**src/rtl/irq_arb_pkg.sv**
```systemverilog
package irq_arb_pkg;

    localparam int unsigned LANE_COUNT_DEF = 9;
    localparam int unsigned BUS_COUNT      = 3;

    // Rank of each request bus; a lower value wins.
    typedef enum logic [1:0] {
        RANK_HI  = 2'd0,
        RANK_MID = 2'd1,
        RANK_LO  = 2'd2
    } bus_rank_e;

endpackage

```
**src/rtl/irq_prio_enc.sv**
```systemverilog
module irq_prio_enc #(
    parameter int unsigned LANES = 9,
    localparam int unsigned IDX_W = (LANES > 1) ? $clog2(LANES) : 1
) (
    input  logic [LANES-1:0] vec,
    output logic [IDX_W-1:0] idx,
    output logic             any
);

    // Later iterations override earlier ones, so the top set lane wins.
    always_comb begin
        idx = '0;
        any = 1'b0;
        for (int i = 0; i < LANES; i++) begin
            if (vec[i]) begin
                idx = IDX_W'(i);
                any = 1'b1;
            end
        end
    end

endmodule

```
**src/rtl/irq_bus_pick.sv**
```systemverilog
module irq_bus_pick #(
    parameter int unsigned BUSES = 3,
    parameter int unsigned IDX_W = 4
) (
    input  logic [BUSES-1:0][IDX_W-1:0] bus_idx,
    input  logic [BUSES-1:0]            bus_any,
    output logic [IDX_W-1:0]            pick_idx
);

    // Bus 0 has top rank: walk from the lowest rank upward, overriding.
    always_comb begin
        pick_idx = '0;
        for (int b = BUSES - 1; b >= 0; b--) begin
            if (bus_any[b]) begin
                pick_idx = bus_idx[b];
            end
        end
    end

endmodule

```
**src/rtl/irq_out_stage.sv**
```systemverilog
module irq_out_stage #(
    parameter bit          REG_OUT = 1'b0,
    parameter int unsigned W       = 7
) (
    input  logic         clk,
    input  logic         rst,
    input  logic [W-1:0] d,
    output logic [W-1:0] q
);

    generate
        if (REG_OUT) begin : g_reg
            always_ff @(posedge clk) begin
                if (rst) begin
                    q <= '0;
                end else begin
                    q <= d;
                end
            end
        end else begin : g_comb
            logic unused_clk_rst;
            assign unused_clk_rst = clk ^ rst;
            assign q = d;
        end
    endgenerate

endmodule

```
**src/rtl/irq_tri_arbiter.sv**
```systemverilog
module irq_tri_arbiter
    import irq_arb_pkg::*;
#(
    parameter int unsigned LANES   = LANE_COUNT_DEF,
    parameter bit          REG_OUT = 1'b0,
    localparam int unsigned IDX_W  = (LANES > 1) ? $clog2(LANES) : 1
) (
    input  logic             clk,
    input  logic             rst,
    input  logic [LANES-1:0] req_hi,
    input  logic [LANES-1:0] req_mid,
    input  logic [LANES-1:0] req_lo,
    input  logic [LANES-1:0] lane_en,
    output logic             ack_hi,
    output logic             ack_mid,
    output logic             ack_lo,
    output logic [IDX_W-1:0] win_idx
);

    localparam int unsigned OUT_W = BUS_COUNT + IDX_W;

    logic [BUS_COUNT-1:0][LANES-1:0] req_bus;
    logic [BUS_COUNT-1:0][LANES-1:0] live;
    logic [BUS_COUNT-1:0][IDX_W-1:0] bus_idx;
    logic [BUS_COUNT-1:0]            bus_any;
    logic [BUS_COUNT-1:0]            bus_ack;
    logic [IDX_W-1:0]                pick_idx;
    logic [LANES-1:0]                pick_hot;
    logic [OUT_W-1:0]                res_d;
    logic [OUT_W-1:0]                res_q;

    assign req_bus[RANK_HI]  = req_hi;
    assign req_bus[RANK_MID] = req_mid;
    assign req_bus[RANK_LO]  = req_lo;

    generate
        for (genvar b = 0; b < BUS_COUNT; b++) begin : g_bus
            assign live[b] = req_bus[b] & lane_en;

            irq_prio_enc #(
                .LANES (LANES)
            ) u_enc (
                .vec (live[b]),
                .idx (bus_idx[b]),
                .any (bus_any[b])
            );

            assign bus_ack[b] = |(live[b] & pick_hot);
        end
    endgenerate

    irq_bus_pick #(
        .BUSES (BUS_COUNT),
        .IDX_W (IDX_W)
    ) u_pick (
        .bus_idx  (bus_idx),
        .bus_any  (bus_any),
        .pick_idx (pick_idx)
    );

    always_comb begin
        pick_hot = '0;
        for (int i = 0; i < LANES; i++) begin
            pick_hot[i] = (pick_idx == IDX_W'(i));
        end
    end

    assign res_d = {bus_ack[RANK_HI], bus_ack[RANK_MID], bus_ack[RANK_LO], pick_idx};

    irq_out_stage #(
        .REG_OUT (REG_OUT),
        .W       (OUT_W)
    ) u_out (
        .clk (clk),
        .rst (rst),
        .d   (res_d),
        .q   (res_q)
    );

    assign {ack_hi, ack_mid, ack_lo, win_idx} = res_q;

endmodule

```
**config.mk**
```make
export PLATFORM = sky130hd
export DESIGN_NAME = irq_tri_arbiter
export DESIGN_NICKNAME = d
export VERILOG_FILES = /design/src/rtl/irq_arb_pkg.sv /design/src/rtl/irq_prio_enc.sv /design/src/rtl/irq_bus_pick.sv /design/src/rtl/irq_out_stage.sv /design/src/rtl/irq_tri_arbiter.sv
export SDC_FILE = /design/constraint.sdc
export NUM_CORES = 1
export LEC_CHECK = 0
export BUFFER_PORTS_ARGS = -buffer_cell sky130_fd_sc_hd__buf_2
export CORE_ASPECT_RATIO = 0.75
export CORE_MARGIN = 8
export CORE_UTILIZATION = 50
export DETAILED_ROUTE_END_ITERATION = 6
export PLACE_DENSITY_LB_ADDON = 0.15
export SLEW_MARGIN = 10
export SYNTH_ARGS = -nofsm -noshare
export SYNTH_HDL_FRONTEND = slang
export SYNTH_HIERARCHICAL = 1
export SYNTH_SLANG_ARGS = --single-unit
```
**constraint.sdc**
```tcl
create_clock -name vclk -period 6.9
set_input_delay 0.69 -clock vclk [all_inputs]
set_output_delay 0.69 -clock vclk [all_outputs]
set_load 0.005 [all_outputs]
```
# Word-level counts from Yosys, hierarchy flattened
# Cells that the tools add are included.
[op_classes]
n_addsub = 0
mul = 0
div = 0
magnitude_cmp = 0
eq_ne = 8
n_shift = 0
mux = 54
bitwise = 6
reduce_logical = 4
[ops]
columns = ["cell", "count"]
rows = [
  ["$and 9x9->9", 6],
  ["$mux 3", 12],
  ["$mux 1", 30],
  ["$reduce_or 9->1", 3],
  ["$mux 4", 6],
  ["$eq 4x3->1 const B", 4],
  ["$mux 2", 6],
  ["$eq 4x2->1 const B", 2],
  ["$eq 4x1->1 const B", 1],
  ["$eq 4x4->1 const B", 1],
  ["$logic_not 4->1", 1],
]
[totals]
reg_bits = 0
latchBits = 0
ram_bits = 0
mem_bits_ro = 0
inputBits = 38
out_inout_bits = 7
elab_cells = 72
mem_count = 0

# Logic depth before layout (Yosys ltp)
# Gate-level depths: netlist (run 1).
[depth]
depth_word = 16
mapped_depth = 13
ltp_nobuf = 11

# Modules after synthesis
# The synthesis (run 1) kept the hierarchy.
[modules_own_cells]
columns = ["mod", "n_inst", "cells_per_inst", "area_each_um2", "seq_area_each_um2"]
rows = [
  ["irq_tri_arbiter", 1, 73, 486.7, 0.0],
  ["irq_prio_enc", 3, 15, 93.8, 0.0],
  ["irq_bus_pick", 1, 16, 110.1, 0.0],
  ["irq_out_stage", 1, 7, 52.6, 0.0],
]

# Worst setup path after synthesis (run 1)
# OpenSTA, ideal clock, no wires.
[synth_path]
path_type = "input-to-output"
startpoint = "in req_mid[5]"
endpoint = "out ack_lo"
t_arrival_ns = 2.658
t_required_ns = 6.210
slack_ns = 3.552
stages = 10
path_buffers = 2
cell_sequence = "and2_1 > nor4_2 > nand3_1 > nand3b_1 > a21oi_2 > buf_4 > mux2_2 > nand3_1 > o221ai_1 > buf_4"
[synth_between]
elab_chain_len = 10
elab_cells_between_ends = 22
cone_classes = "8 x eq/ne; 10 x mux; 2 x bitwise; 2 x reduce/logical"
[synth_rtl]
columns = ["element", "line_no", "source"]
rows = [
  ["start: declaration", "irq_tri_arbiter.sv:11", "input logic [LANES-1:0] req_mid,"],
  ["$and 9x9->9 (*)", "irq_tri_arbiter.sv:38", "assign live[b] = req_bus[b] & lane_en;"],
  ["$mux 1 (*) (4 in a row)", "irq_prio_enc.sv:15", "if (vec[i]) begin"],
  ["net bus_any[1]", "irq_tri_arbiter.sv:25", "logic [BUS_COUNT-1:0] bus_any;"],
  ["$mux 4 (*) (2 in a row)", "irq_bus_pick.sv:14", "if (bus_any[b]) begin"],
  ["net pick_idx[1]", "irq_tri_arbiter.sv:27", "logic [IDX_W-1:0] pick_idx;"],
  ["$eq 4x1->1, or another cell as far along", "irq_tri_arbiter.sv:64", "pick_hot[i] = (pick_idx == IDX_W'(i));"],
  ["$and 9x9->9 (*)", "irq_tri_arbiter.sv:48", "assign bus_ack[b] = |(live[b] & pick_hot);"],
  ["$reduce_or 9->1 (*)", "irq_tri_arbiter.sv:48", ""],
  ["end: declaration", "irq_tri_arbiter.sv:16", "output logic ack_lo,"],
]
# The timed path passes the listed nets; every way through them passes the cells marked *.

==> impl_metrics.ini, run 1 <==
[sta]
setup_viol = 0
setup_tns_ns = 0
worst_slew_pin_slew_ns = 0.755
final_hold_viol_count = 0
rsz0062_at_grt = no
finalCritPeriodShare_pct = 59.5
slew_headroom_pct = 49.7
fmax_ghz = 0.244
fin_crit_ns = 4.11
slew_violations = 0

[final_layout]
fillers = 171
drive_gt1_share_pct = 35.9
multi_input_area_um2 = 793
seq_cell_count = 0
fin_nets = 210
fin_util_pct = 61.5
nClkBuffers = 0
seqCellArea_um2 = 0
post-route-cell-area_um2 = 1070
area_delta_synth_final_pct = 14.9
antenna_cells = 0

[yosys]
yosysTopAreaCell = and2_1
synth_nets = 179
synth_area_per_cell_um2 = 6.60
synth_area_um2 = 931
synthTopCellsByCount = and2_1 (22), a21oi_1 (15), nor2_1 (13)
synthCells = 141
ys_seq_area_share_pct = 0
yosys_warnings = 6
ys_top_cells_by_area = and2_1 (15%), buf_4 (8.9%), a21oi_1 (8.1%)
yosysUniqueCellTypes = 36
yosysMostFrequentCell = and2_1
yosysTopAreaCellShare_pct = 14.8

[pwr]
comb_power_share_pct = 100.0
power.internal_w = 0.0000387
switchingPower_w = 0.0000493
leakage_nw = 0.465
clockPowerShare_pct = 0
p_seq_share_pct = 0
powerDensity_nw_per_um2 = 82.3
ir_drop_v = 0.0000386
swShare_pct = 56.0

[global_route]
grt_max_degree = 16
antenna_found_initial = 0
overflow = 0
grt_pass1_wl_mm = 5.13
first_global_vias = 1127
grt_util_all_layers_pct = 17.9

[worst_setup_path]
worstPathRequired_ns = 6.21
end_kind = output pin
crit_top_cell = buf_2
cpPeakStageDelay_ns = 0.62
crit_family = simple AND/OR/NAND/NOR gates
cp-start-kind = input port
critPathKind = input port to output pin
path_max_fanout = 15
crit_arrival_ns = 3.42
path_cells = buf_2 > and2_1 > nor4_2 > nand3_1 > nand3b_1 > a21oi_2 > mux4_2 > nor2_1 > o22ai_1 > buf_2
slowest_stage = a21oi_2
crit_buf_inv = 2

[run]
maxCapViolCount = 0

[drt]
viasPerCell = 6.25
drt_iter0_markers = 92
routed_wl_mm = 3.21
routedLengthMet1_mm = 1.24
detail-route-antenna-nets = 0
drc = 0
vias = 1200
route.met3.wl_um = 374
routed_wire_length_per_instance_um = 16.7
wl_met2_mm = 1.55
highest_layer = met4
first_pass_iters = 4

[clock_network]
hold_buffers = 0
cts_setup_buffers = 0
post_cts_resized = 0

[floorplan]
coreArea_um2 = 1740
dieHeight_um = 53.4
num_rows = 13
initial_core_util_pct = 53.5
ios = 45
die_w_um = 65.8
dieArea_um2 = 3510

[worst_hold_path]
min_path_type = input port to output pin

[placement]
io_buffers = 43
postPlaceCellArea_um2 = 1070
place_hpwl_mm = 2.66
gp_congestion = 0.895

[outcome]
status = finished, final reports clean
## tightest hold or removal path: cells and delay by family
kind,cells,cell delay (ns)
buf+inv,2,0.20
compound gates,3,0.30
simple gates,1,0.08
## final cells by class
| cell class | instances | area share (%) |
|---|---|---|
| multi-input cells | 118 | 74.2 |
| repair buffers | 43 | 20.1 |
| inverters | 9 | 3.16 |
| well taps | 22 | 2.57 |
## path summary, 6_finish.rpt
path / startpoint / end / depth (start not counted)
worst max-delay path: lane_en[5] / ack_mid / 10
worst min-delay path: req_hi[5] / ack_hi / 6
## cells in the final DEF (no fill, tap or decap), types with 4 or more instances in the layout
master,instances
buf_2,43
and2_1,22
a21oi_1,15
nor2_1,13
inv_1,9
nand3_1,7
nand3b_1,6
o21ai_0,6
nand2_1,4
## power by group through the flow
stage	registers, W	clock network, W	logic, W
2_1_floorplan	0	0	0.0000699
3_3_place_gp	0	0	0.0000840
3_5_place_dp	0	0	0.0000867
4_1_cts	0	0	0.0000870
5_1_grt	0	0	0.0000962
6_report	0	0	0.0000881
## kinds of logic (layout without fill, tap and decap cells)
logic type	count (synthesis)	in the layout	share of synthesized area, %
simple gates	76	76	50.8
compound gates	40	40	30.8
buf+inv	23	52	14.8
mux	2	2	3.63
## metrics by stage
step	power [W]	cells	setup slack, ns	hold WS (ns)
after CTS	0.0000870	192	2.80	1.96
after global placement	0.0000840	192	2.83	1.91
after global routing	0.0000962	192	2.55	2.04
after floorplan	0.0000699	141	3.55	1.76
after detailed placement	0.0000867	192	2.81	1.96
final	0.0000881	192	2.79	1.96
## routing by layer
metal | vias up | global-route usage [%]
li1 | 564 | -
met1 | 543 | 22.1
met2 | 82 | 32.3
met3 | 11 | 3.58
met4 | 0 | 1.81
met5 | - | 0
Power figures use the tool's default switching activity.
==> run 2: changes to the inputs <==
CORE_UTILIZATION = 45   (was 50)
clock period = 3.3 ns   (was 6.9 ns; I/O delays follow)
==> impl_metrics.ini, run 2 (synthesis results as in run 1) <==
[outcome]
status = finished, final reports clean

[final_layout]
drive_gt1_share_pct = 37.7
area_delta_synth_final_pct = 19.2
layout_common_cells = buf_2 (43), and2_1 (22), a21oi_1 (15)
seqCellArea_um2 = 0
antenna_cells = 0
multi_input_area_um2 = 793
post-route-cell-area_um2 = 1110
mostFrequentLayoutCell = buf_2
nClkBuffers = 0
seq_cell_count = 0
fillers = 205
fin_util_pct = 56.1
fin_nets = 215

[clock_network]
cts_setup_buffers = 0
post_cts_resized = 0
hold_buffers = 0

[placement]
postPlaceCellArea_um2 = 1110
gp_congestion = 0.853
place_hpwl_mm = 2.62
io_buffers = 43

[worst_setup_path]
crit_arrival_ns = 2.75
critPathKind = input port to output pin
cp-start-kind = input port
path_max_fanout = 9
worstPathRequired_ns = 2.97
end_kind = output pin
critPathLaunch = lane_en[5]

[drt]
drt_iter0_markers = 59
detail-route-antenna-nets = 0
drc = 0
vias = 1146
viasPerCell = 5.76
routed_wl_mm = 3.02
routed_wire_length_per_instance_um = 15.2
first_pass_iters = 4

[pwr]
finalPower_w = 0.000193
leakage_nw = 0.489
powerDensity_nw_per_um2 = 174
ir_drop_v = 0.000105

[global_route]
grt_pass1_wl_mm = 5.11
antenna_found_initial = 0
overflow = 0
grt_max_degree = 12
first_global_vias = 1127
grt_util_all_layers_pct = 16.0

[floorplan]
dieHeight_um = 55.4
die_w_um = 68.5
dieArea_um2 = 3800
num_rows = 14
initial_core_util_pct = 47.0
ios = 45
coreArea_um2 = 1980

[sta]
setup_tns_ns = 0
fin_crit_ns = 3.08
worst_slew_pin_slew_ns = 0.431
finalCritPeriodShare_pct = 93.3
slew_violations = 0
fmax_ghz = 0.325
rsz0062_at_grt = no
slew_headroom_pct = 71.3
final_hold_viol_count = 0
setup_viol = 0

[run]
maxCapViolCount = 0

[worst_hold_path]
min_path_type = input port to output pin
worstHoldStart = req_hi[5]
[run 2: final timing paths]
kind	endpoint	slack [ns]	cells past startpoint
setup / recovery	ack_lo	0.22	12
hold / removal	ack_hi	1.19	6
[run 2: final cells by class]
| type | instances | share of cell area, % |
|---|---|---|
| Multi-Input combinational cell | 118 | 71.5 |
| Inverter | 9 | 3.04 |
| Tap cell | 24 | 2.71 |
| Timing Repair Buffer | 48 | 22.8 |
[run 2: report_power, final]
part / internal, W / switching, W / total, W
Combinational: 0.0000903 / 0.000102 / 0.000193
Clock: 0 / 0 / 0
Sequential: 0 / 0 / 0
Total: 0.0000903 / 0.000102 / 0.000193
[run 2: critical path, cell delays in order]
cell,delay (ns)
buf_2,0.13
and2_1,0.20
nor4_2,0.34
nand3_1,0.27
nand3b_1,0.27
a21oi_2,0.22
buf_4,0.20
nor2_1,0.07
a21bo_2,0.22
o22ai_1,0.18
o221ai_1,0.15
buf_2,0.15
[run 2: per-layer routing]
layer	track usage, %	up-vias	wire length (µm)
li1	-	576	-
met5	0	-	0
met4	0.583	0	0
met3	1.61	0	199
met1	21.1	527	1310
met2	28.1	43	1510
[run 2: through the flow]
stage | setup slack (ns) | instances | hold WS [ns]
floorplan | 0.672 | 141 | 1.04
detailed placement | 0.246 | 199 | 1.20
CTS | 0.239 | 199 | 1.20
global route | 0.00572 | 199 | 1.26
global placement | 0.254 | 199 | 1.19
finish | 0.220 | 199 | 1.19
==> run 3: changes to the inputs <==
PLACE_DENSITY = 0.88   (was unset)
PLACE_DENSITY_LB_ADDON = unset   (was 0.15)
SETUP_SLACK_MARGIN = 0.5   (was unset)
==> impl_metrics.ini, run 3 (synthesis results as in run 1) <==
[outcome]
status = finished, final reports clean

[pwr]
ir_drop_v = 0.000149
leakage_nw = 0.614
powerDensity_nw_per_um2 = 191

[drt]
viasPerCell = 6.04
routedLengthMet1_mm = 1.53
vias = 1287
routed_wire_length_per_instance_um = 17.9
drt_iter0_markers = 169
route.met3.wl_um = 466
drc = 0
routed_wl_mm = 3.82
wl_met2_mm = 1.71
detail-route-antenna-nets = 0
highest_layer = met4
first_pass_iters = 5

[sta]
finalCritPeriodShare_pct = 86.4
fmax_ghz = 0.351
holdWs_ns = 1.18
rsz0062_at_grt = yes
fin_crit_ns = 2.85
slew_headroom_pct = 78.4
slew_violations = 0
setup_tns_ns = 0
worst_slew_pin_slew_ns = 0.321
setup_viol = 0
final_hold_viol_count = 0

[final_layout]
fin_nets = 229
seq_cell_count = 0
layout_common_cells = buf_2 (37), and2_1 (16), buf_4 (16)
area_delta_synth_final_pct = 54.6
antenna_cells = 0
drive_gt1_share_pct = 50.3
seqCellArea_um2 = 0
nClkBuffers = 0
mostFrequentLayoutCell = buf_2

[worst_setup_path]
path_cells = buf_2 > and2_2 > nor4_4 > nand3_4 > and2b_1 > a21oi_4 > buf_6 > buf_16 > nand4b_1 > o21ai_1 > o22ai_1 > o221ai_1 > buf_2
worstPathRequired_ns = 2.97
crit_arrival_ns = 2.52
path_max_fanout = 8
critPathLaunch = lane_en[5]
cpPeakStageDelay_ns = 0.36
crit_path_end = ack_lo
critPathKind = input port to output pin
end_kind = output pin
slowest_stage = nor4_4
crit_top_cell = buf_2
cp-start-kind = input port

[global_route]
grt_max_degree = 10
antenna_found_initial = 0
grt_util_all_layers_pct = 16.2
overflow = 0
first_global_vias = 1107
grt_pass1_wl_mm = 5.09

[placement]
io_buffers = 43
place_hpwl_mm = 2.51
gp_congestion = 0.918

[floorplan]
ios = 45
dieArea_um2 = 3800
num_rows = 14
dieHeight_um = 55.4
die_w_um = 68.5
coreArea_um2 = 1980
initial_core_util_pct = 47.0

[worst_hold_path]
min_path_type = input port to output pin

[run]
maxCapViolCount = 0

[clock_network]
hold_buffers = 0
[run 3: cell types whose count changed in the layout (fill, tap and decap cells not counted), sizes merged]
| cell | before | now |
|---|---|---|
| buf | 48 | 62 |
[run 3: area by class of cell]
cell class	instances	area [µm²]
tap	24	30.0
inverter	9	33.8
fill	144	541
multi-input combinational	118	936
timing repair buffer	62	439
[run 3: power breakdown]
| group | switching (W) | total (W) | internal [W] |
|---|---|---|---|
| Sequential | 0 | 0 | 0 |
| Combinational | 0.000135 | 0.000275 | 0.000140 |
| Clock | 0 | 0 | 0 |
[run 3: per-layer routing]
metal / up-vias / GRT usage, %
met4: 0 / 2.92
met2: 98 / 25.2
met1: 568 / 21.5
met3: 16 / 4.63
li1: 605 / -
met5: - / 0
[run 3: how the worst min path moves through the flow]
stage	from	end	slack (ns)	cells past startpoint
3_3_place_gp	req_hi[5]	ack_hi	1.17	6
4_1_cts	req_hi[5]	ack_hi	1.19	6
6_report	req_hi[5]	ack_hi	1.18	6
2_1_floorplan	req_hi[5]	ack_hi	1.04	5
3_5_place_dp	req_hi[5]	ack_hi	1.19	6
5_1_grt	req_hi[5]	ack_hi	1.22	6
[run 3: worst max-delay path, delay by kind of cell]
family / cells / cell delay [ns]
AND/OR/NAND/NOR: 5 / 1.09
AO/OA/AOI/OAI: 4 / 0.58
buffers and inverters: 4 / 0.53
[run 3: per-stage QoR]
step	std cells	setup WS [ns]	power, W	utilization [%]	instance area [µm²]
2_1_floorplan	141	0.672	0.000146	-	931
3_3_place_gp	200	0.358	0.000194	57.1	1130
3_5_place_dp	200	0.326	0.000197	57.1	1130
4_1_cts	207	0.487	0.000239	66.3	1310
5_1_grt	213	0.364	0.000291	72.7	1440
6_report	213	0.450	0.000275	72.7	1440
[run 3: repair_timing]
action                     CTS  global route
resized for setup           27            16
cloned                       1             0
pin swaps                   11             8
setup endpoints to repair    3             3
setup buffers                6             6
